`src/rtl/dvf_pkg.sv`:
```
package dvf_pkg;
   localparam int KIND_BITS = 2;
   typedef enum logic [KIND_BITS-1:0] {
      KIND_LINE16 = 2'd0,
      KIND_FMT2   = 2'd1,
      KIND_FMT1   = 2'd2,
      KIND_HDR    = 2'd3
   } kind_e;
   localparam int MB_FMT1 = 0;
   localparam int MB_PDC  = 1;
   localparam int MB_HDR  = 2;
endpackage

```
`src/rtl/dvf_kind_sel.sv`:
```
module dvf_kind_sel #(
   parameter int MODE_W = 3,
   parameter int KIND_W = 2
) (
   input  logic [MODE_W-1:0] mode_bits,
   output logic [KIND_W-1:0] sel_kind,
   output logic              pkt_mode
);
   import dvf_pkg::*;
   always_comb begin
      pkt_mode = mode_bits[MB_PDC];
      if (!mode_bits[MB_PDC])       sel_kind = KIND_W'(KIND_LINE16);
      else if (!mode_bits[MB_FMT1]) sel_kind = KIND_W'(KIND_FMT2);
      else if (!mode_bits[MB_HDR])  sel_kind = KIND_W'(KIND_FMT1);
      else                          sel_kind = KIND_W'(KIND_HDR);
   end
endmodule

```
`src/rtl/dvf_dav_ctl.sv`:
```
module dvf_dav_ctl #(
   parameter int KIND_W      = 2,
   parameter bit NACK_CLEARS = 1'b1
) (
   input  logic              clk,
   input  logic              rst_n,
   input  logic              commit_stb,
   input  logic [KIND_W-1:0] commit_kind,
   input  logic [KIND_W-1:0] sel_kind,
   input  logic              pkt_mode,
   input  logic              line16_stb,
   input  logic              window_stb,
   input  logic              host_nack_stb,
   output logic              avail_nxt,
   output logic              avail_q
);
   logic hit;
   logic mode_clr;
   logic nack_clr;

   generate
      if (NACK_CLEARS) begin : g_nack
         assign nack_clr = host_nack_stb;
      end else begin : g_no_nack
         assign nack_clr = 1'b0;
      end
   endgenerate

   assign hit      = commit_stb && (commit_kind == sel_kind);
   assign mode_clr = pkt_mode ? window_stb : line16_stb;

   always_comb begin
      if (hit)                      avail_nxt = 1'b1;
      else if (mode_clr || nack_clr) avail_nxt = 1'b0;
      else                          avail_nxt = avail_q;
   end

   always_ff @(posedge clk or negedge rst_n) begin
      if (!rst_n) avail_q <= 1'b0;
      else        avail_q <= avail_nxt;
   end

   // a matching commit is never lost to a same-cycle clear
   p_commit_wins_r8: assert property (@(posedge clk) disable iff (!rst_n)
      (hit && (mode_clr || host_nack_stb)) |=> avail_q);
endmodule

```
`src/rtl/dvf_field_trk.sv`:
```
module dvf_field_trk (
   input  logic clk,
   input  logic rst_n,
   input  logic field_stb,
   input  logic field_is_first,
   output logic fld_nxt,
   output logic fld_q
);
   assign fld_nxt = field_stb ? field_is_first : fld_q;

   always_ff @(posedge clk or negedge rst_n) begin
      if (!rst_n) fld_q <= 1'b0;
      else        fld_q <= fld_nxt;
   end

   p_field_hold_r9: assert property (@(posedge clk) disable iff (!rst_n)
      !field_stb |=> $stable(fld_q));
endmodule

```
`src/rtl/dvf_out_stage.sv`:
```
module dvf_out_stage #(
   parameter bit TEST_MIRROR = 1'b1
) (
   input  logic clk,
   input  logic rst_n,
   input  logic test_mode,
   input  logic chip_sel,
   input  logic avail_nxt,
   input  logic fld_nxt,
   output logic dav_n,
   output logic first_field
);
   logic dav_d;
   logic fld_d;

   generate
      if (TEST_MIRROR) begin : g_mirror
         assign dav_d = test_mode ? chip_sel : !avail_nxt;
         assign fld_d = test_mode ? chip_sel : fld_nxt;
      end else begin : g_plain
         logic unused_in;
         assign unused_in = test_mode ^ chip_sel;
         assign dav_d = !avail_nxt;
         assign fld_d = fld_nxt;
      end
   endgenerate

   always_ff @(posedge clk or negedge rst_n) begin
      if (!rst_n) begin
         dav_n       <= 1'b1;
         first_field <= 1'b0;
      end else begin
         dav_n       <= dav_d;
         first_field <= fld_d;
      end
   end
endmodule

```
`src/rtl/dvf_flags.sv`:
```
module dvf_flags #(
   parameter int MODE_W      = 3,
   parameter int KIND_W      = 2,
   parameter bit TEST_MIRROR = 1'b1,
   parameter bit NACK_CLEARS = 1'b1
) (
   input  logic              clk,
   input  logic              rst_n,
   input  logic [MODE_W-1:0] mode_bits,
   input  logic              line16_stb,
   input  logic              window_stb,
   input  logic              field_stb,
   input  logic              field_is_first,
   input  logic              commit_stb,
   input  logic [KIND_W-1:0] commit_kind,
   input  logic              host_nack_stb,
   input  logic              test_mode,
   input  logic              chip_sel,
   output logic              dav_n,
   output logic              first_field
);
   localparam int MIN_MODE_W = dvf_pkg::MB_HDR + 1;

   generate
      if (MODE_W < MIN_MODE_W) begin : g_bad_mode
         $error("dvf_flags: MODE_W too small for the mode bits");
      end
      if (KIND_W < dvf_pkg::KIND_BITS) begin : g_bad_kind
         $error("dvf_flags: KIND_W cannot hold four kinds");
      end
   endgenerate

   logic [KIND_W-1:0] sel_kind;
   logic              pkt_mode;
   logic              avail_nxt;
   logic              avail_q;
   logic              fld_nxt;
   logic              fld_q;

   dvf_kind_sel #(.MODE_W(MODE_W), .KIND_W(KIND_W)) u_sel (
      .mode_bits (mode_bits),
      .sel_kind  (sel_kind),
      .pkt_mode  (pkt_mode)
   );

   dvf_dav_ctl #(.KIND_W(KIND_W), .NACK_CLEARS(NACK_CLEARS)) u_dav (
      .clk           (clk),
      .rst_n         (rst_n),
      .commit_stb    (commit_stb),
      .commit_kind   (commit_kind),
      .sel_kind      (sel_kind),
      .pkt_mode      (pkt_mode),
      .line16_stb    (line16_stb),
      .window_stb    (window_stb),
      .host_nack_stb (host_nack_stb),
      .avail_nxt     (avail_nxt),
      .avail_q       (avail_q)
   );

   dvf_field_trk u_fld (
      .clk            (clk),
      .rst_n          (rst_n),
      .field_stb      (field_stb),
      .field_is_first (field_is_first),
      .fld_nxt        (fld_nxt),
      .fld_q          (fld_q)
   );

   dvf_out_stage #(.TEST_MIRROR(TEST_MIRROR)) u_out (
      .clk         (clk),
      .rst_n       (rst_n),
      .test_mode   (test_mode),
      .chip_sel    (chip_sel),
      .avail_nxt   (avail_nxt),
      .fld_nxt     (fld_nxt),
      .dav_n       (dav_n),
      .first_field (first_field)
   );

   p_vps_set_r3: assert property (@(posedge clk) disable iff (!rst_n)
      (commit_stb && !mode_bits[1] && commit_kind == KIND_W'(0) && !test_mode) |=> !dav_n);

   p_mismatch_ignored_r4: assert property (@(posedge clk) disable iff (!rst_n)
      (commit_stb && !mode_bits[1] && commit_kind != KIND_W'(0) && !line16_stb
       && !host_nack_stb && !test_mode && !$past(test_mode)) |=> $stable(dav_n));

   p_line16_clear_r5: assert property (@(posedge clk) disable iff (!rst_n)
      (line16_stb && !mode_bits[1] && !commit_stb && !test_mode) |=> dav_n);

   p_window_clear_r6: assert property (@(posedge clk) disable iff (!rst_n)
      (window_stb && mode_bits[1] && !commit_stb && !test_mode) |=> dav_n);

   p_nack_clear_r7: assert property (@(posedge clk) disable iff (!rst_n)
      (host_nack_stb && !commit_stb && !test_mode) |=> dav_n);

   p_field_load_r9: assert property (@(posedge clk) disable iff (!rst_n)
      (field_stb && !test_mode) |=> first_field == $past(field_is_first));

   p_test_mirror_r10: assert property (@(posedge clk) disable iff (!rst_n)
      test_mode |=> (dav_n == $past(chip_sel)) && (first_field == $past(chip_sel)));

   p_quiet_hold_r11: assert property (@(posedge clk) disable iff (!rst_n)
      (!commit_stb && !line16_stb && !window_stb && !host_nack_stb && !field_stb
       && !test_mode && !$past(test_mode)) |=> ($stable(dav_n) && $stable(first_field)));
endmodule

```
`config.mk`:
```
export PLATFORM = sky130hd
export DESIGN_NAME = dvf_flags
export DESIGN_NICKNAME = d
export VERILOG_FILES = /design/src/rtl/dvf_pkg.sv /design/src/rtl/dvf_kind_sel.sv /design/src/rtl/dvf_dav_ctl.sv /design/src/rtl/dvf_field_trk.sv /design/src/rtl/dvf_out_stage.sv /design/src/rtl/dvf_flags.sv
export SDC_FILE = /design/constraint.sdc
export NUM_CORES = 1
export LEC_CHECK = 0
export BUFFER_PORTS_ARGS = -buffer_cell sky130_fd_sc_hd__buf_2
export CAP_MARGIN = 20
export CORE_AREA = 2 2 39 41
export DETAILED_ROUTE_END_ITERATION = 12
export DIE_AREA = 0 0 41 43
export PLACE_DENSITY = 0.5
export SYNTH_ARGS = -nofsm -noshare
export SYNTH_HDL_FRONTEND = slang
export SYNTH_HIERARCHICAL = 1
export SYNTH_SLANG_ARGS = --single-unit
```
`constraint.sdc`:
```
create_clock -name clk -period 2.19 [get_ports clk]
set_input_delay 0 -clock clk [delete_from_list [all_inputs] [get_ports clk]]
set_output_delay 0 -clock clk [all_outputs]
set_load 0.1 [all_outputs]
```
Word-level counts from Yosys, hierarchy flattened
Cells that the tools add are included.
{"block": "classes", "eq_ne": 1, "mux": 9, "n_reduce_logical": 3}
{"operator": "$mux 1", "n": 7}
{"operator": "$mux 2", "n": 2}
{"operator": "$eq 2x2->1", "n": 1}
{"operator": "$logic_and 1x1->1", "n": 1}
{"operator": "$logic_not 1->1", "n": 1}
{"operator": "$logic_or 1x1->1", "n": 1}
{"block": "totals", "regBits": 4, "input_bits": 15}

Logic depth before layout (Yosys ltp)
{"block": "depth", "depth_word": 8, "depth_mapped": 5, "ltp_nobuf": 5}

By module
The synthesis kept the hierarchy.
{"module": "dvf_out_stage", "instances": 1, "cells_per_inst": 5, "area_each_um2": 80.1}
{"module": "dvf_dav_ctl", "instances": 1, "cells_per_inst": 6, "area_each_um2": 68.8}
{"module": "dvf_field_trk", "instances": 1, "cells_per_inst": 2, "area_each_um2": 40.0}
{"module": "dvf_kind_sel", "instances": 1, "cells_per_inst": 4, "area_each_um2": 25.0}

Worst setup path before layout
Ideal clock, no wire load.
{"block": "synth_path", "kind": "register to register", "from": "reg u_fld.fld_q", "to": "reg u_out.first_field", "setup_time_ns": 0.125, "t_arrival_ns": 0.853, "t_required_ns": 2.065, "path_slack_ns": 1.212, "path_stages_with_launch": 3, "path_buffers": 0, "period_less_slack_ns": 0.978, "path_cell_list": "dfrtp_1 mux2_4 mux2_4"}
{"block": "synth_via", "elab_chain_len": 2}
{"item": "start: declaration", "line": "dvf_field_trk.sv:7", "rtl": "output logic fld_q"}
{"item": "start signal: assignment", "line": "dvf_field_trk.sv:13", "rtl": "else fld_q <= fld_nxt;"}
{"item": "$mux 1", "line": "dvf_field_trk.sv:9", "rtl": "assign fld_nxt = field_stb ? field_is_first : fld_q;"}
{"item": "via fld_nxt", "line": "dvf_flags.sv:37", "rtl": "logic fld_nxt;"}
{"item": "$mux 1", "line": "dvf_out_stage.sv:19", "rtl": "assign fld_d = test_mode ? chip_sel : fld_nxt;"}
{"item": "via u_out.fld_d", "line": "dvf_out_stage.sv:14", "rtl": "logic fld_d;"}
{"item": "end signal: assignment", "line": "dvf_out_stage.sv:34", "rtl": "first_field <= fld_d;"}
{"item": "end: declaration", "line": "dvf_out_stage.sv:11", "rtl": "output logic first_field"}
The timed path passes the listed nets, and every way through them passes these cells.

Final worst setup path
{"block": "layout_path", "from": "reg u_dav.avail_q", "to": "reg u_out.dav_n"}
{"block": "layout_via", "elab_chain_len": 4}
{"item": "start: declaration", "line": "dvf_dav_ctl.sv:15", "rtl": "output logic avail_q"}
{"item": "start signal: assignment", "line": "dvf_dav_ctl.sv:40", "rtl": "else avail_q <= avail_nxt;"}
{"item": "$mux 1", "line": "dvf_dav_ctl.sv:34", "rtl": "else if (mode_clr || nack_clr) avail_nxt = 1'b0;"}
{"item": "$mux 1", "line": "dvf_dav_ctl.sv:33", "rtl": "if (hit) avail_nxt = 1'b1;"}
{"item": "via avail_nxt", "line": "dvf_flags.sv:35", "rtl": "logic avail_nxt;"}
{"item": "$logic_not 1->1", "line": "dvf_out_stage.sv:18", "rtl": "assign dav_d = test_mode ? chip_sel : !avail_nxt;"}
{"item": "$mux 1", "line": "dvf_out_stage.sv:18"}
{"item": "via u_out.dav_d", "line": "dvf_out_stage.sv:13", "rtl": "logic dav_d;"}
{"item": "end signal: assignment", "line": "dvf_out_stage.sv:33", "rtl": "dav_n <= dav_d;"}
{"item": "end: declaration", "line": "dvf_out_stage.sv:10", "rtl": "output logic dav_n,"}
The timed path passes the listed nets, and every way through them passes these cells.

==> results.json <==
{
  "routedWlPerCell_um": 9.24,
  "postRouteWirelength_um": 508,
  "clk_root_buffer_cell": "sky130_fd_sc_hd__clkbuf_4",
  "post_layout_nonfiller_instances": 55,
  "drc": 0,
  "sequential_cell_area_um2": 101,
  "clock_tree_from_tritoncts": "yes",
  "chipWidth_um": 41,
  "finalWeightedCongestion": 0.555,
  "fin_worst_skew_ns": 0.0000463,
  "run_status": "finished, final reports clean",
  "dieHeight_um": 43,
  "rsz_0062_raised_after_global_routing": "false",
  "signal_arrival_time_at_the_worst_endpoint_ns": 1.61,
  "buffer_ports.inserted": 16,
  "initialDrtViolationCount": 1,
  "insertedDiodeCount": 0,
  "period_share": 0.657,
  "post-route-util": 0.262,
  "nets": 55,
  "cp.required_ns": 2.36,
  "timing.critical_path.buf_inv": 1,
  "first_global_vias": 200,
  "clk-insertion-delay-late_ns": 0.23,
  "synth.ff_latch_count": 4,
  "worst_setup_path_end_kind": "register",
  "number_of_distinct_library_cells_after_synthesis": 11,
  "cp_max_fo": 2,
  "fillerInstances": 151,
  "grt_first_pass_wirelength_um": 696,
  "cellPowerDensity_mw_per_mm2": 707,
  "synthesis.yosys.warnings": 6,
  "via_per_inst": 3.75,
  "ioPinCount": 17,
  "clock.fmax_mhz": 695,
  "rows": 14,
  "max-clock-path-buffers": 2,
  "cts_sinks": 4,
  "h-tree-depth": 1,
  "timing.critical_path.slowest_cell_delay_ns": 0.56,
  "tns_ns": 0,
  "critical_path_launch_point_type": "register",
  "clkSlewWorstSetupHoldPaths_ns": 0.04,
  "postSynthCellCount": 17,
  "tritoncts_buffer_count": 3,
  "maxSlewHeadroom": 0.675,
  "vias": 206,
  "synthesis.nets": 32,
  "max-cap-violations": 0,
  "multi_input_area_um2": 97.6,
  "crit_chain": "nor2b_1 > a32o_1 > mux2i_1 > dlygate4sd3_1",
  "grt_start_max_net_pins": 5,
  "post-route-cell-area_um2": 363,
  "vdd_drop_max_mv": 0.291,
  "synthesis.area_um2": 214,
  "timing.final.setup_violations": 0,
  "leakagePower_nw": 0.189,
  "grt-ovfl-total": 0,
  "postPlaceCellArea_um2": 307,
  "worst_min_delay_path_category": "in2reg",
  "critPathSlowestCell": "sky130_fd_sc_hd__dlygate4sd3_1",
  "cp_top_family": "buffers and inverters",
  "groute.usage.overall": 0.0666,
  "die-area_mm2": 0.00176,
  "synthToLayoutAreaGrowth_pct": 69.6,
  "grt_antenna_before_repair": 0,
  "post_route_cells_drive_above_1_share": 0.564,
  "max_slew.worst_pin.slew_ns": 0.491,
  "dp.final_hpwl_um": 414,
  "avgSynthCellArea_um2": 12.6,
  "placed_cells": 48,
  "core_area_mm2": 0.00138,
  "detailedRoute.firstPassIterationCount": 2,
  "setup.worst_path.class": "reg2reg",
  "post_cts.resized_instances": 0,
  "postRouteAntennaNets": 0,
  "report.final.hold_viol_count": 0,
  "min_period_ns": 1.44,
  "slew_violations": 0,
  "seq_area_frac_synth": 0.474,
  "initial_core_util": 0.155
}
## layout make-up
type                            count  area share
Clock buffer                        4      0.0724
Inverter                            2      0.0207
Multi-Input combinational cell     10       0.269
Tap cell                           16      0.0552
Sequential cell                     4       0.279
Timing Repair Buffer               19       0.303
## power breakdown
group | switching, W | internal, W | leakage (nW)
Sequential | 0.00000141 | 0.0000826 | 0.0472
Clock | 0.0000322 | 0.0000685 | 0.0150
Combinational | 0.0000430 | 0.0000290 | 0.126
Total | 0.0000766 | 0.000180 | 0.189
## cell usage in the layout, fill, tap and decap left out, drive strengths merged
cell type / n
dlygate4sd3: 3
dfrtp: 3
xnor2: 2
inv: 2
clkbuf: 4
mux2: 2
a32o: 1
dfstp: 1
buf: 16
a21boi: 1
mux2i: 2
and2: 1
nor2b: 1
## cells by family (layout without fill, tap and decap cells)
group                     count (synthesis)  after routing  share of synthesized area
muxes                                     4              4                      0.234
DFF                                       4              4                      0.474
buffers and inverters                     3             25                     0.0702
AOI/OAI and AO/OA                         2              2                     0.0819
xor gates and xnor gates                  2              2                     0.0819
and+or+nand+nor                           2              2                     0.0585
## per-layer routing
layer | track usage | wire length, um | vias up
met5 | 0 | 0 | -
met4 | 0.0600 | 0 | 0
met3 | 0.0524 | 99 | 0
met2 | 0.100 | 235 | 17
met1 | 0.0490 | 172 | 88
li1 | - | - | 101
## synth_stat cells (all sizes together)
| cell | n | area (um^2) |
|---|---|---|
| dfrtp | 3 | 75.1 |
| inv | 2 | 7.51 |
| mux2 | 2 | 30.0 |
| mux2i | 2 | 20.0 |
| xnor2 | 2 | 17.5 |
| a21boi | 1 | 7.51 |
| a32o | 1 | 10.0 |
| and2 | 1 | 6.26 |
| buf | 1 | 7.51 |
| dfstp | 1 | 26.3 |
| nor2b | 1 | 6.26 |
## repair_timing
action	4_1_cts	5_1_grt
buffers inserted	0	0
hold buffers	3	0
endpoints found under the hold margin	5	0
## final timing paths
path                                               end  depth (start not counted)  slack (ns)               startpoint
hold reg to reg                  u_fld/fld_q$_DFF_PN0_                          1        0.49    u_fld/fld_q$_DFF_PN0_
hold / removal             u_out/first_field$_DFF_PN0_                          2        0.01                 chip_sel
setup reg to reg                 u_out/dav_n$_DFF_PN1_                          4        0.75  u_dav/avail_q$_DFF_PN0_
min in group asynchronous        u_fld/fld_q$_DFF_PN0_                          2        0.09                    rst_n
max in group asynchronous        u_out/dav_n$_DFF_PN1_                          2        1.89                    rst_n
setup / recovery                 u_out/dav_n$_DFF_PN1_                          4        0.75  u_dav/avail_q$_DFF_PN0_
## registers in the layout, summed over array words and instances, names as in the netlist
signal and cells:
u_dav/avail_q 1, u_fld/fld_q 1, u_out/dav_n 1, u_out/first_field 1
## stage by stage
| step | worst slack [ns] | hold slack, ns | total power, W |
|---|---|---|---|
| after global placement | 1.20 | -0.191 | 0.000151 |
| final | 0.751 | 0.0107 | 0.000257 |
| after floorplan | 1.21 | -0.296 | 0.000132 |
| after detailed placement | 1.19 | -0.189 | 0.000152 |
| after CTS | 0.749 | 0.00384 | 0.000264 |
| after global routing | 0.671 | 0.00797 | 0.000275 |
Power figures use the tool's default switching activity.
